## config.mk

```make
export PLATFORM = sky130hd
export DESIGN_NAME = tape_fmt_regs
export DESIGN_NICKNAME = d
export VERILOG_FILES = /design/src/rtl/tape_fmt_regs.sv
export SDC_FILE = /design/constraint.sdc
export NUM_CORES = 1
export LEC_CHECK = 0
export BUFFER_PORTS_ARGS = -buffer_cell sky130_fd_sc_hd__buf_2
export CAP_MARGIN = 20
export CORE_UTILIZATION = 25
export DETAILED_ROUTE_END_ITERATION = 10
export GPL_ROUTABILITY_DRIVEN = 1
export GPL_TIMING_DRIVEN = 1
export SLEW_MARGIN = 0
export SYNTH_ARGS = -nofsm -noshare
export SYNTH_HDL_FRONTEND = slang
export SYNTH_SLANG_ARGS = --single-unit
```

## constraint.sdc

```tcl
create_clock -name clk -period 4.01 [get_ports clk]
set_input_delay 0.802 -clock clk [delete_from_list [all_inputs] [get_ports clk]]
set_output_delay 0.802 -clock clk [all_outputs]
set_load 0.03 [all_outputs]
```

## src/rtl/tape_fmt_regs.sv

```systemverilog
module tape_fmt_regs (
  input  logic        clk,
  input  logic        rst_n,
  input  logic        reg_wr,
  input  logic        reg_rd,
  input  logic [3:0]  reg_addr,
  input  logic [15:0] reg_wdata,
  output logic [15:0] reg_rdata,
  output logic        reg_nxr,
  input  logic        drv_busy,
  input  logic        drv_attached,
  input  logic        drv_wprot,
  input  logic        drv_bot,
  input  logic        drv_eot,
  input  logic        cmd_done,
  input  logic        done_tmk,
  input  logic        done_id,
  output logic        cmd_start,
  output logic [4:0]  cmd_func,
  output logic [2:0]  cmd_drive,
  output logic        drv_cancel,
  output logic        rip_rewind,
  output logic        attn
);
  localparam logic [3:0] A_CMD = 4'd0, A_STS = 4'd1, A_ERR = 4'd2, A_MNT = 4'd3,
                         A_ATN = 4'd4, A_FCT = 4'd5, A_TCR = 4'd6;
  localparam int EB_ILF = 0, EB_RMR = 1, EB_FER = 2, EB_NXF = 3, EB_UNS = 4;
  localparam int TC_SAC = 13, TC_FCS = 14;
  localparam logic [15:0] TC_WMASK  = 16'h17FF;
  localparam logic [15:0] TC_PRESET = 16'h03C0;
  localparam logic [15:0] FC_LIMIT  = 16'hFFF5;
  localparam logic [4:0] F_NOP = 5'd0, F_UNL = 5'd1, F_REW = 5'd3, F_CLR = 5'd4,
                         F_RIP = 5'd8, F_ERA = 5'd10, F_WTM = 5'd11, F_SPF = 5'd12,
                         F_SPR = 5'd13, F_WCF = 5'd20, F_WCR = 5'd23, F_WRT = 5'd24,
                         F_RDF = 5'd28, F_RDR = 5'd31;
  localparam logic [4:0] F_XFER = 5'd20;

  typedef enum logic [2:0] {K_START, K_NOP, K_CLR, K_RIP} kind_t;

  logic        go_q, attn_q, tmk_q, id_q, start_q, cancel_q, rip_q;
  logic [4:0]  func_q, err_q;
  logic [15:0] fc_q, tc_q, mr_q;

  logic        valid, rmr, is_cmd_go, reject;
  logic [4:0]  nf, rej, dchk;
  logic [2:0]  dens;
  logic [3:0]  fmt;
  logic        fcs, fmt_ok, at_bot, at_eot;
  kind_t       kind;
  logic [15:0] status;

  assign valid     = reg_addr <= A_TCR;
  assign reg_nxr   = (reg_wr | reg_rd) & ~valid;
  assign nf        = reg_wdata[5:1];
  assign dens      = tc_q[10:8];
  assign fmt       = tc_q[7:4];
  assign fcs       = tc_q[TC_FCS];
  assign fmt_ok    = (fmt == 4'd12) || (fmt == 4'd13);
  assign at_bot    = drv_attached & ~drv_busy & drv_bot;
  assign at_eot    = drv_attached & ~drv_busy & drv_eot;
  assign dchk      = !drv_attached ? (5'b1 << EB_UNS) : (!fmt_ok ? (5'b1 << EB_FER) : 5'b0);
  assign is_cmd_go = reg_wr && reg_addr == A_CMD && !go_q && reg_wdata[0];
  assign rmr       = reg_wr && go_q &&
                     (reg_addr == A_CMD || reg_addr == A_STS || reg_addr == A_ERR ||
                      reg_addr == A_FCT || reg_addr == A_TCR);
  assign reject    = |rej;

  always_comb begin
    rej  = '0;
    kind = K_START;
    if (nf != F_CLR && ((|err_q) || drv_busy)) rej = 5'b1 << EB_ILF;
    else begin
      case (nf)
        F_NOP: kind = K_NOP;
        F_CLR: kind = K_CLR;
        F_RIP: kind = K_RIP;
        F_UNL, F_REW: if (!drv_attached) rej = 5'b1 << EB_UNS;
        F_SPF: if (!drv_attached) rej = 5'b1 << EB_UNS;
               else if (at_eot || !fcs) rej = 5'b1 << EB_NXF;
        F_SPR: if (!drv_attached) rej = 5'b1 << EB_UNS;
               else if (drv_bot || !fcs) rej = 5'b1 << EB_NXF;
        F_WCR, F_RDR: if (at_bot) rej = 5'b1 << EB_NXF;
                      else rej = dchk;
        F_WRT: if (!fcs || (dens == 3'd3 && fc_q > FC_LIMIT)) rej = 5'b1 << EB_NXF;
               else if (drv_wprot) rej = 5'b1 << EB_NXF;
               else rej = dchk;
        F_ERA, F_WTM: if (drv_wprot) rej = 5'b1 << EB_NXF;
                      else rej = dchk;
        F_WCF, F_RDF: rej = dchk;
        default: rej = 5'b1 << EB_ILF;
      endcase
    end
  end

  always_ff @(posedge clk) begin
    if (!rst_n) begin
      go_q <= 1'b0; func_q <= '0; fc_q <= '0; tc_q <= '0; mr_q <= '0; err_q <= '0;
      attn_q <= 1'b0; tmk_q <= 1'b0; id_q <= 1'b0;
      start_q <= 1'b0; cancel_q <= 1'b0; rip_q <= 1'b0;
    end else begin
      start_q  <= 1'b0;
      cancel_q <= 1'b0;
      rip_q    <= 1'b0;
      if (cmd_done && go_q) begin
        go_q <= 1'b0;
        if (func_q < F_XFER) attn_q <= 1'b1;
        if (done_tmk) tmk_q <= 1'b1;
        if (done_id) id_q <= 1'b1;
      end
      if (rmr) begin
        err_q[EB_RMR] <= 1'b1;
        attn_q <= 1'b1;
      end else if (reg_wr && valid) begin
        case (reg_addr)
          A_CMD: begin
            func_q <= nf;
            if (is_cmd_go) begin
              if (reject) begin
                err_q  <= err_q | rej;
                attn_q <= 1'b1;
              end else begin
                attn_q <= 1'b0;
                tc_q[TC_SAC] <= 1'b0;
                case (kind)
                  K_START: begin
                    go_q <= 1'b1; start_q <= 1'b1; tmk_q <= 1'b0; id_q <= 1'b0;
                  end
                  K_CLR: begin
                    err_q <= '0; tc_q[TC_FCS] <= 1'b0; id_q <= 1'b0; cancel_q <= 1'b1;
                  end
                  K_RIP: begin
                    tc_q <= TC_PRESET; tmk_q <= 1'b0; rip_q <= 1'b1;
                  end
                  default: ;
                endcase
              end
            end
          end
          A_MNT: mr_q <= reg_wdata;
          A_ATN: if (reg_wdata[0]) attn_q <= 1'b0;
          A_FCT: begin
            fc_q <= reg_wdata;
            tc_q[TC_FCS] <= 1'b1;
          end
          A_TCR: tc_q <= (tc_q & ~TC_WMASK) | (reg_wdata & TC_WMASK) | (16'b1 << TC_SAC);
          default: ;
        endcase
      end
    end
  end

  assign status = {4'b0, attn_q, |err_q, drv_attached & drv_busy, drv_attached, 1'b1,
                   ~drv_busy, drv_attached & drv_wprot, at_eot,
                   drv_attached & (dens == 3'd4), id_q, tmk_q, at_bot};

  always_comb begin
    case (reg_addr)
      A_CMD:   reg_rdata = {10'b0, func_q, go_q};
      A_STS:   reg_rdata = status;
      A_ERR:   reg_rdata = {11'b0, err_q};
      A_MNT:   reg_rdata = mr_q;
      A_ATN:   reg_rdata = {15'b0, attn_q};
      A_FCT:   reg_rdata = fc_q;
      A_TCR:   reg_rdata = tc_q;
      default: reg_rdata = '0;
    endcase
  end

  assign cmd_start  = start_q;
  assign cmd_func   = func_q;
  assign cmd_drive  = tc_q[2:0];
  assign drv_cancel = cancel_q;
  assign rip_rewind = rip_q;
  assign attn       = attn_q;

  AST_REFUSED_WRITE_FLAGS: assert property (@(posedge clk) disable iff (!rst_n)
    rmr |=> err_q[EB_RMR] && attn_q);
  AST_FC_WRITE_SETS_FCS: assert property (@(posedge clk) disable iff (!rst_n)
    (reg_wr && !go_q && reg_addr == A_FCT) |=> tc_q[TC_FCS]);
  AST_NXR_KEEPS_STATE: assert property (@(posedge clk) disable iff (!rst_n)
    reg_nxr |=> $stable(fc_q) && $stable(tc_q) && $stable(mr_q));
  AST_ERROR_RAISES_ATTN: assert property (@(posedge clk) disable iff (!rst_n)
    $rose(|err_q) |-> attn_q);
  AST_START_WITH_GO: assert property (@(posedge clk) disable iff (!rst_n)
    cmd_start |-> go_q);
  AST_REJECT_NO_GO: assert property (@(posedge clk) disable iff (!rst_n)
    (is_cmd_go && reject) |=> !go_q && attn_q);
endmodule

```

[Yosys cells after proc, flatten, opt, wreduce, memory -nomap -nowiden]
Index checks and enable logic that the tools add are counted.
Storage, ports and cells
  register bits: 65
  bits in latches: 0
  memory bits (writable): 0
  ROM bits: 0
  output and inout port bits: 29
  word-level logic and storage cells: 177
  memories: 0
Operators by class
  add/sub/neg operators: 0
  $mul: 0
  div/mod/pow operators: 0
  order comparisons: 3
  equal/unequal tests: 30
  shift-type cells: 0
  muxes and demuxes: 63
  bitwise logic cells: 17
  reductions and logical operators: 49
Operators by type and width (number)
  case mux 16 bit (7 select lines): 1
  2-to-1 mux 5 bit: 10
  case mux 5 bit (8 select lines): 1
  2-to-1 mux 1 bit: 36
  2-to-1 mux 16 bit: 2
  case mux 14 bit (2 select lines): 1
  equality test 5 x 4 -> 1 bit (second input constant): 5
  equality test 5 bit (second input constant): 5
  greater-than comparator 16 bit (second input constant): 1
  bitwise OR 16 x 13 -> 16 bit: 1
  OR reduction 2 bit: 7
  2-to-1 mux 13 bit: 1
  equality test 4 x 3 -> 1 bit (second input constant): 3
  AND reduction 6 bit: 2
  AND reduction 5 bit: 2
  nonzero test 2 bit: 5
  OR reduction 10 bit: 1
  OR reduction 5 bit: 2
  equality test 3 x 2 -> 1 bit (second input constant): 3
  logical AND 1 bit: 9
  logical OR 1 bit: 9
  AND reduction 3 bit: 3
  equality test 4 x 2 -> 1 bit (second input constant): 2
  equality test 4 bit (second input constant): 2
  27 further kinds: 48

[Longest topological paths before layout]
  depth after elaboration: 14
  gate-level depth with buffers: 10

[Worst setup path after synthesis]
OpenSTA, ideal clock, no wires.
  kind: input -> output
  start: input port reg_addr[0]
  end: output port reg_rdata[3]
  data arrival time: 2.592 ns
  slack: 0.616 ns
  stages on the path: 7
  path buffers: 1
  cells stage by stage: buf_1 nand2b_1 nor3_1 nand2_1 nor4b_1 a221oi_1 o21ai_0
Between the ends
  word-level cells in the longest chain between the ends: 2
  elaborated cells between the ends (all ways): 8
RTL lines
  start, declared: line 6  | input logic [3:0] reg_addr,
  equality test 4 x 3 -> 1 bit, or another cell as far along: line 157  | case (reg_addr)
  case mux 16 bit (7 select lines) *: line 157
  end, declared: line 8  | output logic [15:0] reg_rdata,
Every way passes the cells marked *; elsewhere a longest branch is shown, timed or not.

[Worst setup path in the final report]
  start: input port reg_addr[1]
  end: output port reg_rdata[3]
The elaborated chain is that of the path after synthesis.

==> impl_metrics.toml <==
[clocking]
clock_latency_ns = 0.33
postCtsSetupRepairBufs = 0
cts.sinks = 64
clk_path_buf_depth = 2
path_clk_slew_ns = 0.06
cts-root-buf = "clkbuf_16"
cts_buffers = 9
cts_hold_buf = 0
cts_repair_resize_count = 0
h-tree-depth = 3
cts_tree = "done"

[sta]
drv_slew = 0
final.setup.tns_ns = 0
maxSlewHeadroom = 0.485
finalSetupViolCount = 0
rsz0062_at_grt = "no"
setup_ws_ns = 0.853
finalCritPeriodShare = 0.787
max_clock_freq_mhz = 317
final.setup_skew_ns = 0.00885
tightest_slew_ns = 0.772
final.hold.worst_slack_ns = 0.455
hold_viol = 0
fin_crit_ns = 3.16

[layout]
layout_common_cells = "dfxtp_1, buf_2, nor2_1"
nNetsFinal = 496
syn_to_final_growth_pct = 22.8
fillCellCount = 1419
drive_gt1_frac = 0.238
layout_commonest_cell = "dfxtp_1"
final_cells = 642
antenna_cells = 0

[global_routing]
grt_max_degree = 46
grtUsageTotal = 0.169
grt_first_pass_wirelength_um = 18800
grt.overflow.total = 0
grt_pass1_vias = 3370
antenna_found_initial = 0

[outcome]
status = "complete, no violations"

[critical_path]
cp-end-kind = "output port"
cp_common_cell = "buf_2"
worstPathArrival_ns = 2.35
cp_data_required_time_ns = 3.21
max_stage_delay_ns = 0.35
setup.worst_path.start_class = "primary input"
worstPathCellList = "buf_2 > nand2b_1 > nor3_1 > nand2_1 > nor4b_1 > a221oi_1 > o21ai_0 > buf_2"
cpMaxStageDelayCell = "nor4b_1"
cp_max_fo = 15
critPathKind = "in2out"

[synthesis]
ys_seq_area_frac = 0.364
synth_top_area_share = 0.364
synth-seq-cells = 64
synth_edf_count = 0
synth.cell_area_um2 = 3520
ys_warn_count = 0
ys_types = 59
synthArstFlopShare = 0
synthCells = 412
ys.flop_type = "dfxtp_1"
syn-num-nets = 447
synth.largest_area_cell = "dfxtp_1"
synth_area_leaders = "dfxtp_1, mux2i_1, nor2_1, nand2_1, a21oi_1"
syn_area_per_cell_um2 = 8.54

[floorplan]
rows = 42
die-area_um2 = 14500
ioPinCount = 61
fp.dieW_um = 121
die_h_um = 121
core_area_um2 = 13500
floorplan.initialDensity = 0.260

[power]
leakagePower_uw = 0.00193
p_comb_frac = 0.078
powerDensity_nw_per_um2 = 380
power_frac_clock = 0.529
irDropWorstVdd_mv = 0.191
power_uw = 1640
p_int_uw = 1230
p_seq_frac = 0.393
p_sw_uw = 410
p_sw_frac = 0.250

[route]
route.detailed.drc = 0
num_vias = 3470
routedWlPerCell_um = 18.4
wl_um = 11800
drt-initial-drc-count = 335
via_per_inst = 5.40
drtAntennaViolNets = 0
dr.pass1.iters = 5

[placed_design]
gp_congestion = 0.877
dp.cells = 626
place_ws_ns = 0.815
port_buffers = 60
hpwl_um = 8810

[worst_hold_path]
hp-class = "reg2reg"

[flow_run]
cap_violations = 0
## stage by stage
step | util | instance area, um^2
after CTS | 0.320 | 4320
after global placement | 0.296 | 3990
after floorplan | - | 3520
final | 0.320 | 4320
after global routing | 0.320 | 4320
after detailed placement | 0.296 | 3990
## cells in the mapped netlist (all sizes together), types with 8 or more instances
cell type / count
dfxtp: 64
a31oi: 8
nand3: 8
a221o: 10
a22oi: 10
nor2: 53
clkbuf: 20
buf: 12
and3: 14
nor2b: 8
nand2: 38
o21ai: 12
a21oi: 21
mux2i: 30
inv: 13
a32o: 8
## critical path, delay by kind of cell
kind / cells / cell delay (ns)
AOI/OAI and AO/OA: 2 / 0.23
buffers and inverters: 2 / 0.41
and+or+nand+nor: 4 / 0.91
## worst paths after layout
kind               start      endpoint  slack (ns)  cells past startpoint
min             tc_q[15]      tc_q[15]        0.46                      2
min reg2reg     tc_q[15]      tc_q[15]        0.46                      2
max          reg_addr[1]  reg_rdata[3]        0.85                      8
max reg2reg     err_q[0]       tc_q[1]        1.08                      9
## cell families after synthesis
kind of cell	count (synthesis)	share of synthesized area
flip-flops	64	0.364
adder cells (fa/ha/maj)	3	0.0107
AND/OR/NAND/NOR	155	0.223
AO/OA/AOI/OAI	111	0.248
buffers and inverters	45	0.0562
multiplexers	34	0.0982
## power by group through the flow
stage | clock [uW] | sequential (uW) | combinational [uW]
2_1_floorplan | 0 | 658 | 73.2
4_1_cts | 873 | 644 | 127
6_report | 867 | 644 | 128
3_3_place_gp | 0 | 658 | 124
5_1_grt | 905 | 644 | 139
3_5_place_dp | 0 | 658 | 126
## final cells by class
class	instances	area, um^2	area share
clock buffer	9	225	0.0521
multi-input combinational	303	2070	0.478
timing repair buffer	70	375	0.0869
tap	176	220	0.0510
inverter	13	48.8	0.0113
clock inverter	7	103	0.0237
sequential	64	1280	0.297
## flip-flops by register name, indices dropped and copies added, names as in the netlist
name	count
attn	1
cmd_func	5
cmd_start	1
drv_cancel	1
err_q	5
fc_q	16
go_q	1
id_q	1
mr_q	16
rip_rewind	1
tc_q	15
tmk_q	1
## metal layers
metal	routed length [um]	part of all wire	GRT usage
met1	5280	0.45	0.227
met2	5370	0.45	0.261
met3	907	0.077	0.0349
met4	251	0.021	0.0710
met5	0	0	0
Note: power is estimated with default switching activity, not from simulation.
